### src/rtl/lsu_pkg.sv
package lsu_pkg;

  localparam int LANES   = 4;
  localparam int DATA_W  = 8 * LANES;

  typedef enum logic [1:0] {
    ACC_BYTE = 2'd0,
    ACC_HALF = 2'd1,
    ACC_WORD = 2'd2
  } acc_size_e;

  typedef struct packed {
    logic        is_load;
    logic        is_store;
    acc_size_e   size;
    logic        sext;
    logic [4:0]  dst;
    logic [4:0]  src_a;
    logic [4:0]  src_b;
    logic [15:0] offset;
  } mem_op_t;

  // Lane enables, bit 3 is the lowest address (bits 31..24).
  function automatic logic [LANES-1:0] lane_enables(acc_size_e sz, logic [1:0] lo);
    case (sz)
      ACC_BYTE: return 4'b1000 >> lo;
      ACC_HALF: return lo[1] ? 4'b0011 : 4'b1100;
      default:  return 4'b1111;
    endcase
  endfunction

  function automatic logic [DATA_W-1:0] align_store(acc_size_e sz, logic [DATA_W-1:0] d);
    case (sz)
      ACC_BYTE: return {4{d[7:0]}};
      ACC_HALF: return {2{d[15:0]}};
      default:  return d;
    endcase
  endfunction

  function automatic logic [DATA_W-1:0] pick_load(acc_size_e sz, logic sx, logic [1:0] lo,
                                                  logic [DATA_W-1:0] rd);
    logic [7:0]  b;
    logic [15:0] h;
    b = 8'(rd >> {~lo, 3'b000});
    h = lo[1] ? rd[15:0] : rd[31:16];
    case (sz)
      ACC_BYTE: return sx ? {{24{b[7]}}, b} : {24'd0, b};
      ACC_HALF: return sx ? {{16{h[15]}}, h} : {16'd0, h};
      default:  return rd;
    endcase
  endfunction

  function automatic logic is_misaligned(acc_size_e sz, logic [1:0] lo);
    case (sz)
      ACC_HALF: return lo[0];
      ACC_WORD: return |lo;
      default:  return 1'b0;
    endcase
  endfunction

endpackage

### src/rtl/lsu_decode.sv
module lsu_decode
  import lsu_pkg::*;
#(
  parameter int ADDR_W = 32
) (
  input  logic [31:0]       instr,
  input  logic [ADDR_W-1:0] base,
  output mem_op_t           op,
  output logic [ADDR_W-1:0] eff_addr
);

  logic [1:0] cls;
  logic [3:0] sub;

  assign cls = instr[31:30];
  assign sub = instr[29:26];

  always_comb begin
    op          = '0;
    op.dst      = instr[25:21];
    op.src_a    = instr[20:16];
    op.src_b    = instr[15:11];
    op.size     = ACC_WORD;
    if (cls == 2'd2) begin
      op.offset = instr[15:0];
      case (sub)
        4'd0: begin op.is_load = 1'b1; op.size = ACC_WORD; end
        4'd1: begin op.is_load = 1'b1; op.size = ACC_BYTE; end
        4'd2: begin op.is_load = 1'b1; op.size = ACC_BYTE; op.sext = 1'b1; end
        4'd3: begin op.is_load = 1'b1; op.size = ACC_HALF; end
        4'd4: begin op.is_load = 1'b1; op.size = ACC_HALF; op.sext = 1'b1; end
        default: ;
      endcase
    end else if (cls == 2'd3) begin
      op.offset = {instr[25:21], instr[10:0]};
      case (sub)
        4'd5: begin op.is_store = 1'b1; op.size = ACC_WORD; end
        4'd6: begin op.is_store = 1'b1; op.size = ACC_BYTE; end
        4'd7: begin op.is_store = 1'b1; op.size = ACC_HALF; end
        default: ;
      endcase
    end
  end

  assign eff_addr = base + {{(ADDR_W-16){op.offset[15]}}, op.offset};

endmodule

### src/rtl/lsu_store_lanes.sv
module lsu_store_lanes
  import lsu_pkg::*;
(
  input  acc_size_e         size,
  input  logic [1:0]        lo,
  input  logic [DATA_W-1:0] src,
  output logic [LANES-1:0]  be,
  output logic [DATA_W-1:0] wdata
);

  assign be    = lane_enables(size, lo);
  assign wdata = align_store(size, src);

endmodule

### src/rtl/lsu_load_lanes.sv
module lsu_load_lanes
  import lsu_pkg::*;
(
  input  acc_size_e         size,
  input  logic              sext,
  input  logic [1:0]        lo,
  input  logic [DATA_W-1:0] rdata,
  output logic [DATA_W-1:0] result
);

  assign result = pick_load(size, sext, lo, rdata);

endmodule

### src/rtl/lsu_lane_unit.sv
module lsu_lane_unit
  import lsu_pkg::*;
#(
  parameter int ADDR_W = 32
) (
  input  logic              clk,
  input  logic              rst_n,
  input  logic              issue_valid,
  output logic              issue_ready,
  input  logic [31:0]       instr,
  output logic [4:0]        src_a_idx,
  output logic [4:0]        src_b_idx,
  input  logic [ADDR_W-1:0] rega_val,
  input  logic [31:0]       regb_val,
  output logic              mem_req_valid,
  input  logic              mem_req_ready,
  output logic              mem_req_we,
  output logic [ADDR_W-1:0] mem_req_addr,
  output logic [3:0]        mem_req_be,
  output logic [31:0]       mem_req_wdata,
  input  logic              mem_rsp_valid,
  input  logic [31:0]       mem_rsp_rdata,
  output logic              wb_valid,
  output logic [4:0]        wb_idx,
  output logic [31:0]       wb_data,
  output logic              misalign_flag
);

  typedef enum logic [1:0] {ST_IDLE, ST_REQ, ST_WAIT} lsu_state_e;

  lsu_state_e        state_q, state_d;
  mem_op_t           op;
  logic [ADDR_W-1:0] ea;
  logic [3:0]        be_new;
  logic [31:0]       wdata_new;
  logic              accept, op_mem, op_bad_align, launch, rsp_done;

  logic [ADDR_W-1:0] addr_q;
  logic [3:0]        be_q;
  logic [31:0]       wdata_q;
  logic              we_q, sext_q, mis_q;
  acc_size_e         size_q;
  logic [4:0]        dst_q;

  lsu_decode #(.ADDR_W(ADDR_W)) u_dec (
    .instr    (instr),
    .base     (rega_val),
    .op       (op),
    .eff_addr (ea)
  );

  lsu_store_lanes u_st (
    .size  (op.size),
    .lo    (ea[1:0]),
    .src   (regb_val),
    .be    (be_new),
    .wdata (wdata_new)
  );

  lsu_load_lanes u_ld (
    .size   (size_q),
    .sext   (sext_q),
    .lo     (addr_q[1:0]),
    .rdata  (mem_rsp_rdata),
    .result (wb_data)
  );

  // Named internal events.
  assign rsp_done     = (state_q == ST_WAIT) && mem_rsp_valid;
  assign issue_ready  = (state_q == ST_IDLE) || rsp_done;
  assign accept       = issue_valid && issue_ready;
  assign op_mem       = op.is_load || op.is_store;
  assign op_bad_align = is_misaligned(op.size, ea[1:0]);
  assign launch       = accept && op_mem && !op_bad_align;

  always_comb begin
    state_d = state_q;
    case (state_q)
      ST_IDLE: if (launch) state_d = ST_REQ;
      ST_REQ:  if (mem_req_ready) state_d = ST_WAIT;
      ST_WAIT: if (mem_rsp_valid) state_d = launch ? ST_REQ : ST_IDLE;
      default: state_d = ST_IDLE;
    endcase
  end

  always_ff @(posedge clk) begin
    if (!rst_n) begin
      state_q <= ST_IDLE;
      addr_q  <= '0;
      be_q    <= '0;
      wdata_q <= '0;
      we_q    <= 1'b0;
      sext_q  <= 1'b0;
      size_q  <= ACC_WORD;
      dst_q   <= '0;
      mis_q   <= 1'b0;
    end else begin
      state_q <= state_d;
      mis_q   <= accept && op_mem && op_bad_align;
      if (launch) begin
        addr_q  <= ea;
        be_q    <= be_new;
        wdata_q <= wdata_new;
        we_q    <= op.is_store;
        sext_q  <= op.sext;
        size_q  <= op.size;
        dst_q   <= op.dst;
      end
    end
  end

  assign src_a_idx     = op.src_a;
  assign src_b_idx     = op.src_b;
  assign mem_req_valid = (state_q == ST_REQ);
  assign mem_req_we    = we_q;
  assign mem_req_addr  = addr_q;
  assign mem_req_be    = be_q;
  assign mem_req_wdata = wdata_q;
  assign wb_valid      = rsp_done && !we_q;
  assign wb_idx        = dst_q;
  assign misalign_flag = mis_q;

  // Assertions
  assert_req_hold_R7: assert property (@(posedge clk) disable iff (!rst_n)
    mem_req_valid && !mem_req_ready |=> mem_req_valid && $stable(mem_req_addr)
      && $stable(mem_req_be) && $stable(mem_req_wdata));

  assert_busy_no_issue_R7: assert property (@(posedge clk) disable iff (!rst_n)
    mem_req_valid |-> !issue_ready);

  assert_flag_no_req_R6: assert property (@(posedge clk) disable iff (!rst_n)
    misalign_flag |-> !mem_req_valid && issue_ready);

  assert_req_aligned_R6: assert property (@(posedge clk) disable iff (!rst_n)
    mem_req_valid && (mem_req_be == 4'b1111) |-> mem_req_addr[1:0] == 2'b00);

  assert_byte_lane_R3: assert property (@(posedge clk) disable iff (!rst_n)
    mem_req_valid |-> $countones(mem_req_be) inside {1, 2, 4});

  assert_store_no_wb_R10: assert property (@(posedge clk) disable iff (!rst_n)
    wb_valid |-> !mem_req_we && mem_rsp_valid);

endmodule

### config.mk
export PLATFORM = sky130hd
export DESIGN_NAME = lsu_lane_unit
export DESIGN_NICKNAME = d
export VERILOG_FILES = /design/src/rtl/lsu_pkg.sv /design/src/rtl/lsu_decode.sv /design/src/rtl/lsu_store_lanes.sv /design/src/rtl/lsu_load_lanes.sv /design/src/rtl/lsu_lane_unit.sv
export SDC_FILE = /design/constraint.sdc
export NUM_CORES = 1
export LEC_CHECK = 0
export ABC_AREA = 1
export BUFFER_PORTS_ARGS = -buffer_cell sky130_fd_sc_hd__buf_2
export CAP_MARGIN = 20
export CORE_UTILIZATION = 50
export DETAILED_ROUTE_END_ITERATION = 6
export PLACE_DENSITY = 0.88
export SLEW_MARGIN = 20
export SYNTH_ARGS = -nofsm -noshare
export SYNTH_HDL_FRONTEND = slang
export SYNTH_SLANG_ARGS = --single-unit
### constraint.sdc
create_clock -name clk -period 3.56 [get_ports clk]
set_clock_uncertainty 0.1 [all_clocks]
set_input_delay 0.712 -clock clk [delete_from_list [all_inputs] [get_ports clk]]
set_output_delay 0.712 -clock clk [all_outputs]
set_load 0.01 [all_outputs]
**After elaboration in Yosys (flattened, before gate mapping)**

Index checks and enable logic that the tools add are counted.
Widths: inputs -> output; s select.

- Add/subtract/negate cells: 1
- Equal/unequal tests: 17
- Shifts and indexed selects: 2
- Muxes and demuxes: 24
- Bitwise operators: 1
- Reductions and logical operators: 20

Operator list:

| cell | count |
|---|---|
| $pmux 32 s2 | 2 |
| $mux 32 | 2 |
| $mux 16 | 3 |
| $add 32x32->32 | 1 |
| $shr 32x5->8 | 1 |
| $eq 4x3->1 const B | 4 |
| $pmux 3 s3 | 1 |
| $eq 2x2->1 const B | 4 |
| $eq 4x2->1 const B | 2 |
| $mux 2 | 4 |
| $pmux 4 s2 | 1 |
| $reduce_or 2->1 | 4 |
| $eq 2x1->1 const B | 3 |
| $logic_and 1x1->1 | 6 |
| $logic_not 2->1 | 3 |
| $mux 1 | 6 |
| $pmux 2 s3 | 1 |
| $reduce_or 5->1 | 1 |
| $eq 4x1->1 const B | 1 |
| $logic_not 4->1 | 1 |
| $mux 4 | 1 |
| $ne 2x2->1 const B | 2 |
| $pmux 2 s2 | 1 |
| $shr 4x2->4 const A | 1 |
| 7 further kinds | 9 |

- Register bits: 80
- Input bits: 133
- Output and inout port bits: 120
- Logic and storage cells: 74

**Depth between registers and ports, before layout**

Gate-level depths: netlist (run 1).

- Depth after elaboration: 11
- Depth in mapped cells: 18
- Mapped depth without buffers: 17

**Hierarchy**

A second synthesis (run 1) with hierarchy kept.

- Cells, all modules: 1352
- Area total of the unflattened synthesis: 7724.9 µm²

By module, submodules not included:

| module | instances | cells an instance | area an instance (µm²) | sequential area each (µm²) |
|---|---|---|---|---|
| lsu_lane_unit | 1 | 531 | 3624.7 | 1601.5 |
| lsu_decode | 1 | 571 | 2700.1 | 0.0 |
| lsu_load_lanes | 1 | 152 | 840.8 | 0.0 |
| lsu_store_lanes | 1 | 98 | 559.3 | 0.0 |

**Worst setup path before layout (run 1)**

Ideal clock, no wire load.

- Path kind: in2reg
- Start point: input port instr[31]
- End point: register size_q[0]
- Library setup time: 0.119 ns
- Data arrival time: 2.791 ns
- Required time: 3.341 ns
- Setup slack: 0.550 ns
- Stages: 14
- Path buffers: 4
- Path through: buf_4 -> clkbuf_1 -> nand2_1 -> inv_1 -> ha_1 -> inv_1 -> fa_1 -> nand2_1 -> o211ai_1 -> nand3_4 -> inv_4 -> buf_6 -> buf_2 -> a21oi_1

- Cells in the longest elaborated chain, start to end: 8
- Elaborated cells on any way between the ends: 17
- Classes of those cells: 1 x add/sub; 4 x eq/ne; 7 x mux; 5 x reduce/logical

RTL lines:

| what | line | source |
|---|---|---|
| start: declaration | lsu_lane_unit.sv:10 | `input logic [31:0] instr,` |
| $eq 2x2->1 | lsu_decode.sv:34 | `end else if (cls == 2'd3) begin` |
| $mux 16 | lsu_decode.sv:34 |  |
| $mux 16 | lsu_decode.sv:24 | `if (cls == 2'd2) begin` |
| $add 32x32->32 | lsu_decode.sv:45 | `assign eff_addr = base + {{(ADDR_W-16){op.offset[15]}}, op.offset};` |
| $reduce_or 2->1 | lsu_pkg.sv:56 | `ACC_WORD: return \|lo;` |
| $pmux 1 s2 | lsu_pkg.sv:54 | `case (sz)` |
| $logic_not 1->1 | lsu_lane_unit.sv:74 | `assign launch = accept && op_mem && !op_bad_align;` |
| $logic_and 1x1->1 | lsu_lane_unit.sv:74 |  |
| end signal: assignment | lsu_lane_unit.sv:106 | `size_q <= op.size;` |
| end: declaration | lsu_lane_unit.sv:42 | `acc_size_e size_q;` |

Parallel ways exist; a longest one is shown, timed or not.
A chain may end at the register's enable or synchronous reset.

**Final worst setup path (run 1)**

- Start point: register size_q[0]
- End point: output port wb_data[30]

- Cells in the longest elaborated chain, start to end: 2
- Elaborated cells on any way between the ends: 3
- Classes of those cells: 1 x eq/ne; 1 x mux; 1 x reduce/logical

RTL lines:

| what | line | source |
|---|---|---|
| $eq 2x1->1 / $logic_not 2->1 (equally long branches) | lsu_pkg.sv:46 | `case (sz)` |
| $pmux 32 s2 (*) | lsu_pkg.sv:46 |  |
| end: declaration | lsu_lane_unit.sv:25 | `output logic [31:0] wb_data,` |

Mark *: on every way between the ends. The rest lies on a longest branch, timed or not.

==> run_results.csv, run 1 <==
group,metric,value,unit
outcome,status,"completed",
logic_synthesis,syn-cell-area,0.006492,sq mm
job,max_cap_violations,0,
pwr,internal_power,1.816,mW
clock_tree,ctsRootBufferMaster,"clkbuf_16",
clock_tree,insertion_delay,0.34,ns
clock_tree,clock_sinks,80,
sta,finalSetupViolations,0,
detailed_routing,wl,20420,microns
sta,worstMarginPinSlew,0.7793,ns
setup_path,crit_chain,"inv_1, nor2_1, nand2_1, nand2_1, nand3_1, o21ai_0, buf_2",
clock_tree,cts_tree,"built",
logic_synthesis,yosys_warnings,0,
pwr,power.leakage,4.748,nW
detailed_routing,firstDrtPassIters,4,
setup_path,rr_worst_depth,8,
setup_path,crit_top_cell,"nand2_1",
setup_path,worstPathMaxFanout,16,
global_routing,grt_pass1_vias,6889,
setup_path,path_class,"reg -> out",
final_layout,layout_common_cells,"374 x nand2_1, 242 x buf_2, 193 x inv_1",
sta,post-route-period-util,90.19,%
setup_path,slowest_stage,"nor2_1",
pwr,clockPowerShare,39.0,%
global_routing,grt_pass1_wl,32290,microns
sta,setup_tns,0,ns
final_layout,fin_nets,1516,
logic_synthesis,synth-seq-cells,80,
global_routing,grt_max_degree,42,
sta,rsz0062_at_grt,"no",
sta,fmax,311.4,MHz
worst_hold_path,min_path_cells,2,
setup_path,endpoint_kind,"output port",
clock_tree,cts_inserted_buffers,9,
die,fp.dieH,116.0,microns
final_layout,multi_input_area,0.003895,sq mm
die,pin_count,253,
final_layout,final-seq-area,0.001602,sq mm
sta,fin_crit,3.211,ns
placed_design,gp_congestion,0.9691,
final_layout,areaGrowthSynthToFinish,25.17,%
logic_synthesis,ys_seq_area_share,24.67,%
detailed_routing,antenna_left,0,
placed_design,hpwl,15910,microns
global_routing,antenna_found_initial,0,
detailed_routing,dr_total_vias,7737,
clock_tree,cts_resized,0,
sta,hold_viol_final,0,
sta,relSlewSlack,47.97,%
pwr,ir_drop,0.0002613,V
logic_synthesis,synth_cell_type_count,39,
global_routing,grt_usage,30.82,%
logic_synthesis,postSynthNetCount,1293,
detailed_routing,first_iter_violations,730,
setup_path,reg2reg_slack,1.32,ns
global_routing,grt_overflow_total,0,
detailed_routing,wl_per_cell,13.41,microns
clock_tree,clkSlewWorstSetupHoldPaths,0.07,ns
logic_synthesis,avgSynthCellArea,5.787,sq um
final_layout,fillCellCount,1213,
pwr,p_seq_share,34.5,%
worst_hold_path,worstHoldEndpoint,"mem_req_wdata[22]",
logic_synthesis,synth_edf_count,0,
clock_tree,h-tree-depth,3,
setup_path,crit_path_start_kind,"flop",
setup_path,cp.required,2.75,ns
logic_synthesis,synthCells,1122,
detailed_routing,drc,0,
logic_synthesis,async_flop_share,0,%
clock_tree,cts_buffer_depth,2,
worst_hold_path,hp-class,"reg -> reg",
detailed_routing,vias_per_cell,5.083,
worst_hold_path,min-delay-start,"mem_req_wdata[22]",
final_layout,antenna_cells,0,
clock_tree,post-cts-setup-buffers,0,
die,rows,41,
pwr,comb_power_share,26.5,%
die,placeableCoreArea,0.01262,sq mm
setup_path,max_stage_delay,0.42,ns
sta,slew_violations,0,
placed_design,io_buffers,242,
logic_synthesis,yosys_most_used_dff,"dfxtp_1",
die,die_w,116.0,microns
setup_path,critPathArrivalTime,2.40,ns
pwr,power.density,331.6,mW/mm^2
die,start_util,51.45,%
pwr,finalPower,2.695,mW
final_layout,drive_above_1_share,21.33,%
setup_path,r2r_end,"mem_req_wdata[27]",
pwr,switching_power,0.8791,mW
pwr,swShare,32.62,%
clock_tree,ctsHoldBuffers,0,
setup_path,timing.rr.start,"state_q[0]",
die,die-area,0.01344,sq mm
final_layout,mostFrequentLayoutCell,"nand2_1",
-- worst max path at each step --
stage	startpoint	endpoint	slack, ns	cells after the start
floorplan	instr[31]	size_q[0]	0.55	14
global placement	instr[29]	mem_req_wdata[27]	0.27	14
detailed placement	instr[27]	mem_req_wdata[27]	0.16	14
CTS	size_q[0]	wb_data[30]	0.44	7
global route	mem_req_addr[1]	wb_data[30]	0.07	8
finish	size_q[0]	wb_data[30]	0.35	7
-- flip-flops by register name, indices dropped and copies added (netlist names) --
register       flops
sext_q             1
mem_req_addr      32
wb_idx             5
mem_req_we         1
misalign_flag      1
size_q             2
mem_req_be         4
state_q            2
mem_req_wdata     32
-- metal layers --
layer / vias up / GRT usage (%) / routed length [microns]
met4: 0 / 14.19 / 653
li1: 3944 / - / -
met2: 338 / 53.57 / 9874
met5: - / 0 / 0
met1: 3411 / 36.22 / 8277
met3: 44 / 6.538 / 1609
-- power groups by stage --
stage	registers [mW]	logic, mW	clock network (mW)
after detailed placement	0.950	0.696	0
after floorplan	0.958	0.451	0
after CTS	0.930	0.702	1.06
final	0.930	0.713	1.05
after global placement	0.950	0.687	0
after global routing	0.932	0.802	1.10
-- critical path: cells and delay by family (launching register included) --
family	cells	cell delay, ns
AOI/OAI and AO/OA	1	0.36
buffers and inverters	2	0.29
and+or+nand+nor	4	1.02
DFF	1	0.38
-- synthesized netlist by cell type, types with 7 or more instances --
master	n	area, sq um
nor2_1	111	416.7
a22o_1	7	61.31
xnor2_1	10	87.58
o211ai_1	9	67.56
buf_4	16	120.1
nand3_1	68	340.3
a21oi_1	65	325.3
inv_1	193	724.4
ha_1	37	462.9
nand2_1	374	1404
buf_2	7	35.03
or2_2	7	43.79
o21ai_0	65	325.3
dfxtp_1	80	1602
a31oi_1	14	87.58
clkbuf_1	20	75.07
-- area by class of cell --
class	count	share of cell area [%]
Inverter	196	9.099
Sequential cell	80	19.71
Clock inverter	7	1.309
Multi-Input combinational cell	800	47.93
Tap cell	172	2.648
Clock buffer	9	2.771
Timing Repair Buffer	258	16.54
-- kinds of logic after synthesis --
kind of cell,share of synthesized area (%)
AND/OR/NAND/NOR,35.34
buffers and inverters,15.34
AO/OA/AOI/OAI,15.19
flip-flops,24.67
adder cells (fa/ha/maj),7.439
XOR/XNOR,2.023
-- stage by stage --
stage          utilization [%]  hold slack (ns)  area, sq um  setup slack [ns]  instances
2_1_floorplan                -           0.3586         6492            0.5498       1122
3_3_place_gp             61.77           0.3523         7795            0.2655       1506
3_5_place_dp             61.77           0.3571         7795            0.1563       1506
4_1_cts                  64.40           0.3677         8127            0.4380       1522
5_1_grt                  64.40           0.3867         8127           0.06862       1522
6_report                 64.40           0.3690         8127            0.3491       1522
Power figures use the tool's default switching activity.
==> run 2, diff against run 1 <==
- CORE_UTILIZATION: 50 -> 51
- CTS_BUF_LIST: not set -> sky130_fd_sc_hd__clkbuf_8
- PLACE_DENSITY: 0.88 -> 0.89
==> run 2 against run 1 <==
Net effect:
- critical path depth decreased by 1
- non-clock buffer count unchanged
- die area decreased by 1.9%
- clock power shrank 23%
- register-to-register slack better by 0.19 ns
- global-route usage increased by 0.25 points
- design area down 1.2%
- sequential cell count unchanged
- first-iteration DRC count shrank 8.9%
- maximum frequency decreased by 5.2%
==> run_results.csv, run 2 (synthesized netlist as in run 1, its figures left out) <==
group,metric,value,unit
outcome,status,"completed",
final_layout,mostFrequentLayoutCell,"nand2_1",
pwr,switching_power,0.8495,mW
clock_tree,ctsHoldBuffers,0,
setup_path,path_delay_family,"flip-flops",
detailed_routing,wl_per_cell,13.52,microns
sta,fin_crit,3.386,ns
final_layout,multi_input_area,0.003897,sq mm
global_routing,antenna_found_initial,0,
detailed_routing,wl_met1,8320,microns
pwr,power.density,304.9,mW/mm^2
sta,post-route-period-util,95.12,%
pwr,power.leakage,4.702,nW
detailed_routing,met2_length,10000,microns
placed_design,hpwl,16100,microns
detailed_routing,antenna_left,0,
sta,hold-worst-slack,0.3657,ns
die,pin_count,253,
global_routing,grt_usage,31.06,%
placed_design,gp_congestion,0.9863,
placed_design,io_buffers,242,
detailed_routing,drc,0,
pwr,ir_drop,0.0001462,V
detailed_routing,first_iter_violations,665,
final_layout,layout_common_cells,"374 x nand2_1, 242 x buf_2, 193 x inv_1",
sta,relSlewSlack,32.65,%
die,die_w,114.8,microns
global_routing,grt_max_degree,55,
final_layout,fillCellCount,1194,
global_routing,grt_pass1_wl,32480,microns
setup_path,max_stage_delay,0.78,ns
setup_path,crit_top_cell,"nand2_1",
detailed_routing,dr_total_vias,7792,
sta,worstMarginPinSlew,1.009,ns
setup_path,path_class,"reg -> out",
clock_tree,ctsRootBufferMaster,"clkbuf_8",
detailed_routing,wl,20520,microns
final_layout,antenna_cells,0,
global_routing,grt_overflow_total,0,
die,placeableCoreArea,0.01221,sq mm
setup_path,endpoint_kind,"output port",
die,rows,40,
pwr,swShare,34.71,%
global_routing,grt_pass1_vias,7116,
detailed_routing,vias_per_cell,5.133,
sta,rsz0062_at_grt,"no",
setup_path,crit_chain,"nor2_2, nand2_1, nand2_1, nand3_1, o21ai_0, buf_2",
clock_tree,cts_tree,"built",
sta,fmax,295.3,MHz
die,start_util,53.17,%
clock_tree,clock_sinks,80,
sta,finalSetupViolations,0,
setup_path,reg2reg_slack,1.51,ns
final_layout,final-seq-area,0.001602,sq mm
sta,hold_viol_final,0,
setup_path,critPathArrivalTime,2.57,ns
pwr,internal_power,1.598,mW
clock_tree,insertion_delay,0.36,ns
detailed_routing,wl_met3,1500,microns
detailed_routing,top_layer,"met4",
die,die-area,0.01319,sq mm
setup_path,worstPathMaxFanout,20,
setup_path,crit_path_start_kind,"flop",
clock_tree,cts_inserted_buffers,9,
pwr,comb_power_share,29.1,%
clock_tree,h-tree-depth,3,
setup_path,critPathBufInv,1,
die,fp.dieH,114.8,microns
clock_tree,cts_buffer_depth,2,
setup_path,slowest_stage,"dfxtp_1",
pwr,p_seq_share,38.1,%
pwr,clockPowerShare,32.8,%
final_layout,areaGrowthSynthToFinish,23.61,%
clock_tree,clkSlewWorstSetupHoldPaths,0.10,ns
worst_hold_path,hp-class,"reg -> reg",
detailed_routing,firstDrtPassIters,6,
final_layout,drive_above_1_share,21.41,%
final_layout,fin_nets,1516,
job,max_cap_violations,0,
sta,slew_violations,0,
sta,setup_tns,0,ns
setup_path,cp.required,2.75,ns
[run 2: cell counts in the layout (fill, tap and decap cells not counted)]
Identical to the previous run, type by type.
[run 2: worst paths after layout]
check / start / to / depth (start not counted)
worst max register to register: state_q[0] / mem_req_wdata[29] / 8
worst min register to register: mem_req_wdata[5] / mem_req_wdata[5] / 2
worst max-delay path: size_q[1] / wb_data[30] / 6
worst min-delay path: mem_req_wdata[5] / mem_req_wdata[5] / 2
[run 2: final cells by class]
type | instances | area share, %
clock buffer | 9 | 1.544
sequential | 80 | 19.96
multi-input combinational | 800 | 48.57
tap | 168 | 2.619
inverter | 196 | 9.214
timing repair buffer | 258 | 16.74
clock inverter | 7 | 1.356
[run 2: timing repair]
item,4_1_cts,5_1_grt
gates resized for setup,0,1
buffers inserted,0,0
setup endpoints to repair,0,3
[run 2: worst min-delay path, delay by kind of cell, from the launching register on]
kind	cells	cell delay, ns
AO/OA/AOI/OAI	1	0.05
flip-flops	1	0.32
AND/OR/NAND/NOR	1	0.06
[run 2: power groups by stage]
stage,clock [mW],combinational [mW],sequential (mW)
after global routing,0.858,0.800,0.934
after CTS,0.814,0.701,0.931
final,0.804,0.712,0.931
after floorplan,0,0.451,0.958
after global placement,0,0.686,0.951
after detailed placement,0,0.695,0.952
[run 2: per-stage QoR]
step	utilization [%]	power, mW	instances	cell area (sq um)	setup WS, ns
2_1_floorplan	-	1.409	1122	6492	0.5498
3_3_place_gp	63.79	1.637	1502	7790	0.3660
3_5_place_dp	63.79	1.647	1502	7790	0.2776
4_1_cts	65.70	2.446	1518	8023	0.2342
5_1_grt	65.72	2.592	1518	8025	0.03066
6_report	65.72	2.447	1518	8025	0.1738
[run 2: layer usage]
layer,global-route usage [%],vias to the layer above
met3,4.850,53
li1,-,3936
met2,56.85,379
met4,13.07,0
met5,0,-
met1,35.95,3424
==> run 3, diff against run 2 <==
- CORE_UTILIZATION: 51 -> 53
- SYNTH_HIERARCHICAL: not set -> 1
==> run 3 against run 2 <==
Net effect:
- the run now ends with DRC left
- utilization fell by 1.9 points
- sequential share of layout area fell by 2.1 points
- synthesized cell count rose by 20%
- register-to-register slack improved by 0.41 ns
- critical path depth rose by 5
- die area rose by 14%
- cell count rose by 13%
==> run_results.csv, run 3 <==
group,metric,value,unit
detailed_routing,antenna_left,0,
logic_synthesis,avgSynthCellArea,5.714,sq um
logic_synthesis,synth_common_cells,"468 x nand2_1, 230 x inv_1, 123 x nor2_1",
clock_tree,cts_tree,"built",
logic_synthesis,ys_seq_area_share,20.73,%
placed_design,io_buffers,242,
detailed_routing,wl,22590,microns
logic_synthesis,async_flop_share,0,%
detailed_routing,first_iter_violations,695,
detailed_routing,firstDrtPassIters,7,
logic_synthesis,synth_most_common_cell,"nand2_1",
setup_path,path_delay_family,"simple AND/OR/NAND/NOR gates",
final_layout,areaGrowthSynthToFinish,16.07,%
pwr,ir_drop,0.0002020,V
placed_design,gp_congestion,0.9746,
setup_path,endpoint_kind,"flop",
sta,rsz0062_at_grt,"no",
job,max_cap_violations,0,
setup_path,timing.rr.start,"state_q[0]",
sta,relSlewSlack,58.02,%
setup_path,max_stage_delay,0.37,ns
placed_design,post_dp_cell_area,0.008775,sq mm
logic_synthesis,syn-cell-area,0.007725,sq mm
final_layout,postLayoutCellArea,0.008966,sq mm
detailed_routing,wl_per_cell,13.13,microns
sta,finalSetupViolations,0,
final_layout,final-seq-area,0.001602,sq mm
logic_synthesis,yosys_most_used_dff,"dfxtp_1",
sta,setup_ws,0.6195,ns
setup_path,crit_top_cell,"inv_1",
logic_synthesis,synth-seq-cells,80,
worst_hold_path,min-delay-start,"mem_req_wdata[1]",
final_layout,drive_above_1_share,21.56,%
final_layout,multi_input_area,0.004702,sq mm
detailed_routing,drc,8,
clock_tree,clock_sinks,80,
sta,fin_crit,2.941,ns
sta,slew_violations,0,
sta,worstMarginPinSlew,0.6256,ns
worst_hold_path,hp-class,"reg -> reg",
die,die_w,122.7,microns
setup_path,path_class,"in -> reg",
logic_synthesis,synth_area_leader_cell,"nand2_1",
pwr,power.density,286.7,mW/mm^2
clock_tree,insertion_delay,0.37,ns
sta,fmax,340.1,MHz
clock_tree,cts_inserted_buffers,9,
sta,setup_tns,0,ns
final_layout,fin_nets,1702,
global_routing,grt_pass1_vias,7605,
worst_hold_path,worstHoldEndpoint,"mem_req_wdata[1]",
die,pin_count,253,
logic_synthesis,synthCells,1352,
global_routing,antenna_found_initial,1,
clock_tree,clkSlewWorstSetupHoldPaths,0.10,ns
global_routing,grt_pass1_wl,34850,microns
die,fp.dieH,122.7,microns
setup_path,cp.required,3.68,ns
placed_design,hpwl,17730,microns
final_layout,mostFrequentLayoutCell,"nand2_1",
die,placeableCoreArea,0.01404,sq mm
setup_path,r2r_end,"mem_req_addr[20]",
setup_path,slowest_stage,"nor4_1",
logic_synthesis,yosys_warnings,6,
logic_synthesis,synth_edf_count,0,
die,die-area,0.01506,sq mm
setup_path,worstPathMaxFanout,26,
placed_design,dp_cells,1704,
final_layout,layout_common_cells,"468 x nand2_1, 242 x buf_2, 230 x inv_1",
clock_tree,cts_buffer_depth,2,
global_routing,grt_max_degree,155,
die,start_util,55.01,%
clock_tree,h-tree-depth,3,
die,rows,43,
logic_synthesis,synth_top_area_share,22.74,%
sta,post-route-period-util,82.60,%
placed_design,dp_slack,0.2207,ns
global_routing,grt_overflow_total,0,
pwr,power.leakage,5.646,nW
outcome,failed_checks,"DRC",
detailed_routing,vias_per_cell,5.105,
final_layout,final-instance-count-excl-fill,1721,
outcome,status,"finished, violations left",
setup_path,critPathArrivalTime,3.06,ns
setup_path,critPathBufInv,4,
setup_path,reg2reg_slack,1.92,ns
clock_tree,ctsHoldBuffers,0,
sta,hold_viol_final,0,
logic_synthesis,postSynthNetCount,1519,
final_layout,fillCellCount,1374,
setup_path,rr_worst_depth,6,
logic_synthesis,ys_top_cells_by_area,"nand2_1 23%, dfxtp_1 21%, inv_1 11%",
clock_tree,post-cts-setup-buffers,0,
global_routing,grt_usage,29.25,%
logic_synthesis,synth_cell_type_count,36,
clock_tree,ctsRootBufferMaster,"clkbuf_8",
clock_tree,cts_resized,0,
setup_path,crit_path_start_kind,"input port",
setup_path,crit_chain,"buf_2, nand2_1, nor3_1, nor2_1, o21ai_2, inv_1, ha_1, inv_1, nand3_4, buf_12, nor4_1",
worst_hold_path,min_path_cells,2,
detailed_routing,dr_total_vias,8786,
[run 3: cell types whose count changed after synthesis, sizes merged, moves of 4 or more]
cell,before,now
a21oi,65,105
buf,26,72
xor2,5,14
ha,37,33
inv,195,235
a211oi,4,0
nand2,375,477
clkbuf,20,11
or2,7,2
a31oi,14,0
o21ai,66,15
nor2,111,127
nand3,69,150
xnor2,10,2
[run 3: layer usage]
layer	part of all wire, %	GRT usage, %	up-vias
met2	48	51.72	385
met3	8.3	4.322	66
met1	41	34.58	3838
met4	3.2	13.49	0
li1	-	-	4497
met5	0	0	-
[run 3: metrics by stage]
step	power [mW]	util, %	hold slack, ns
CTS	2.570	63.83	0.3854
detailed placement	1.910	62.49	0.3641
global placement	1.899	62.49	0.3552
floorplan	1.634	-	0.3507
global route	2.738	63.85	0.4120
finish	2.571	63.85	0.3847
[run 3: kinds of logic (layout without fill, tap and decap cells)]
family	after synthesis	in the layout	synth area share, %
buffers and inverters	318	506	18.69
xor gates and xnor gates	16	16	1.814
AOI/OAI and AO/OA	135	135	9.459
adders and majority gates	34	34	5.604
other	0	1	0
DFF	80	80	20.73
and+or+nand+nor	769	769	43.70
[run 3: how the worst max path moves through the flow]
stage / start / endpoint / cells past startpoint
final: instr[31] / misalign_flag / 11
after CTS: instr[31] / misalign_flag / 11
after global placement: instr[31] / misalign_flag / 12
after detailed placement: instr[31] / misalign_flag / 11
after global routing: instr[31] / misalign_flag / 11
after floorplan: instr[30] / size_q[1] / 14
[run 3: report_power, final]
part,total [mW],internal (mW),switching (mW)
Combinational,0.966,0.346,0.620
Sequential,0.939,0.921,0.0177
Clock,0.666,0.284,0.382
[run 3: cell type report]
class	count	share of cell area [%]
Sequential cell	80	17.86
Clock inverter	6	0.5721
Inverter	235	9.894
Antenna cell	1	0.02791
Timing Repair Buffer	255	15.15
Tap cell	180	2.512
Multi-Input combinational cell	954	52.44
Clock buffer	10	1.535
[run 3: tightest hold or removal path: stages (launching register included)]
cell and delay, ns:
dfxtp_1 0.33, a21oi_1 0.04, nor2_1 0.08
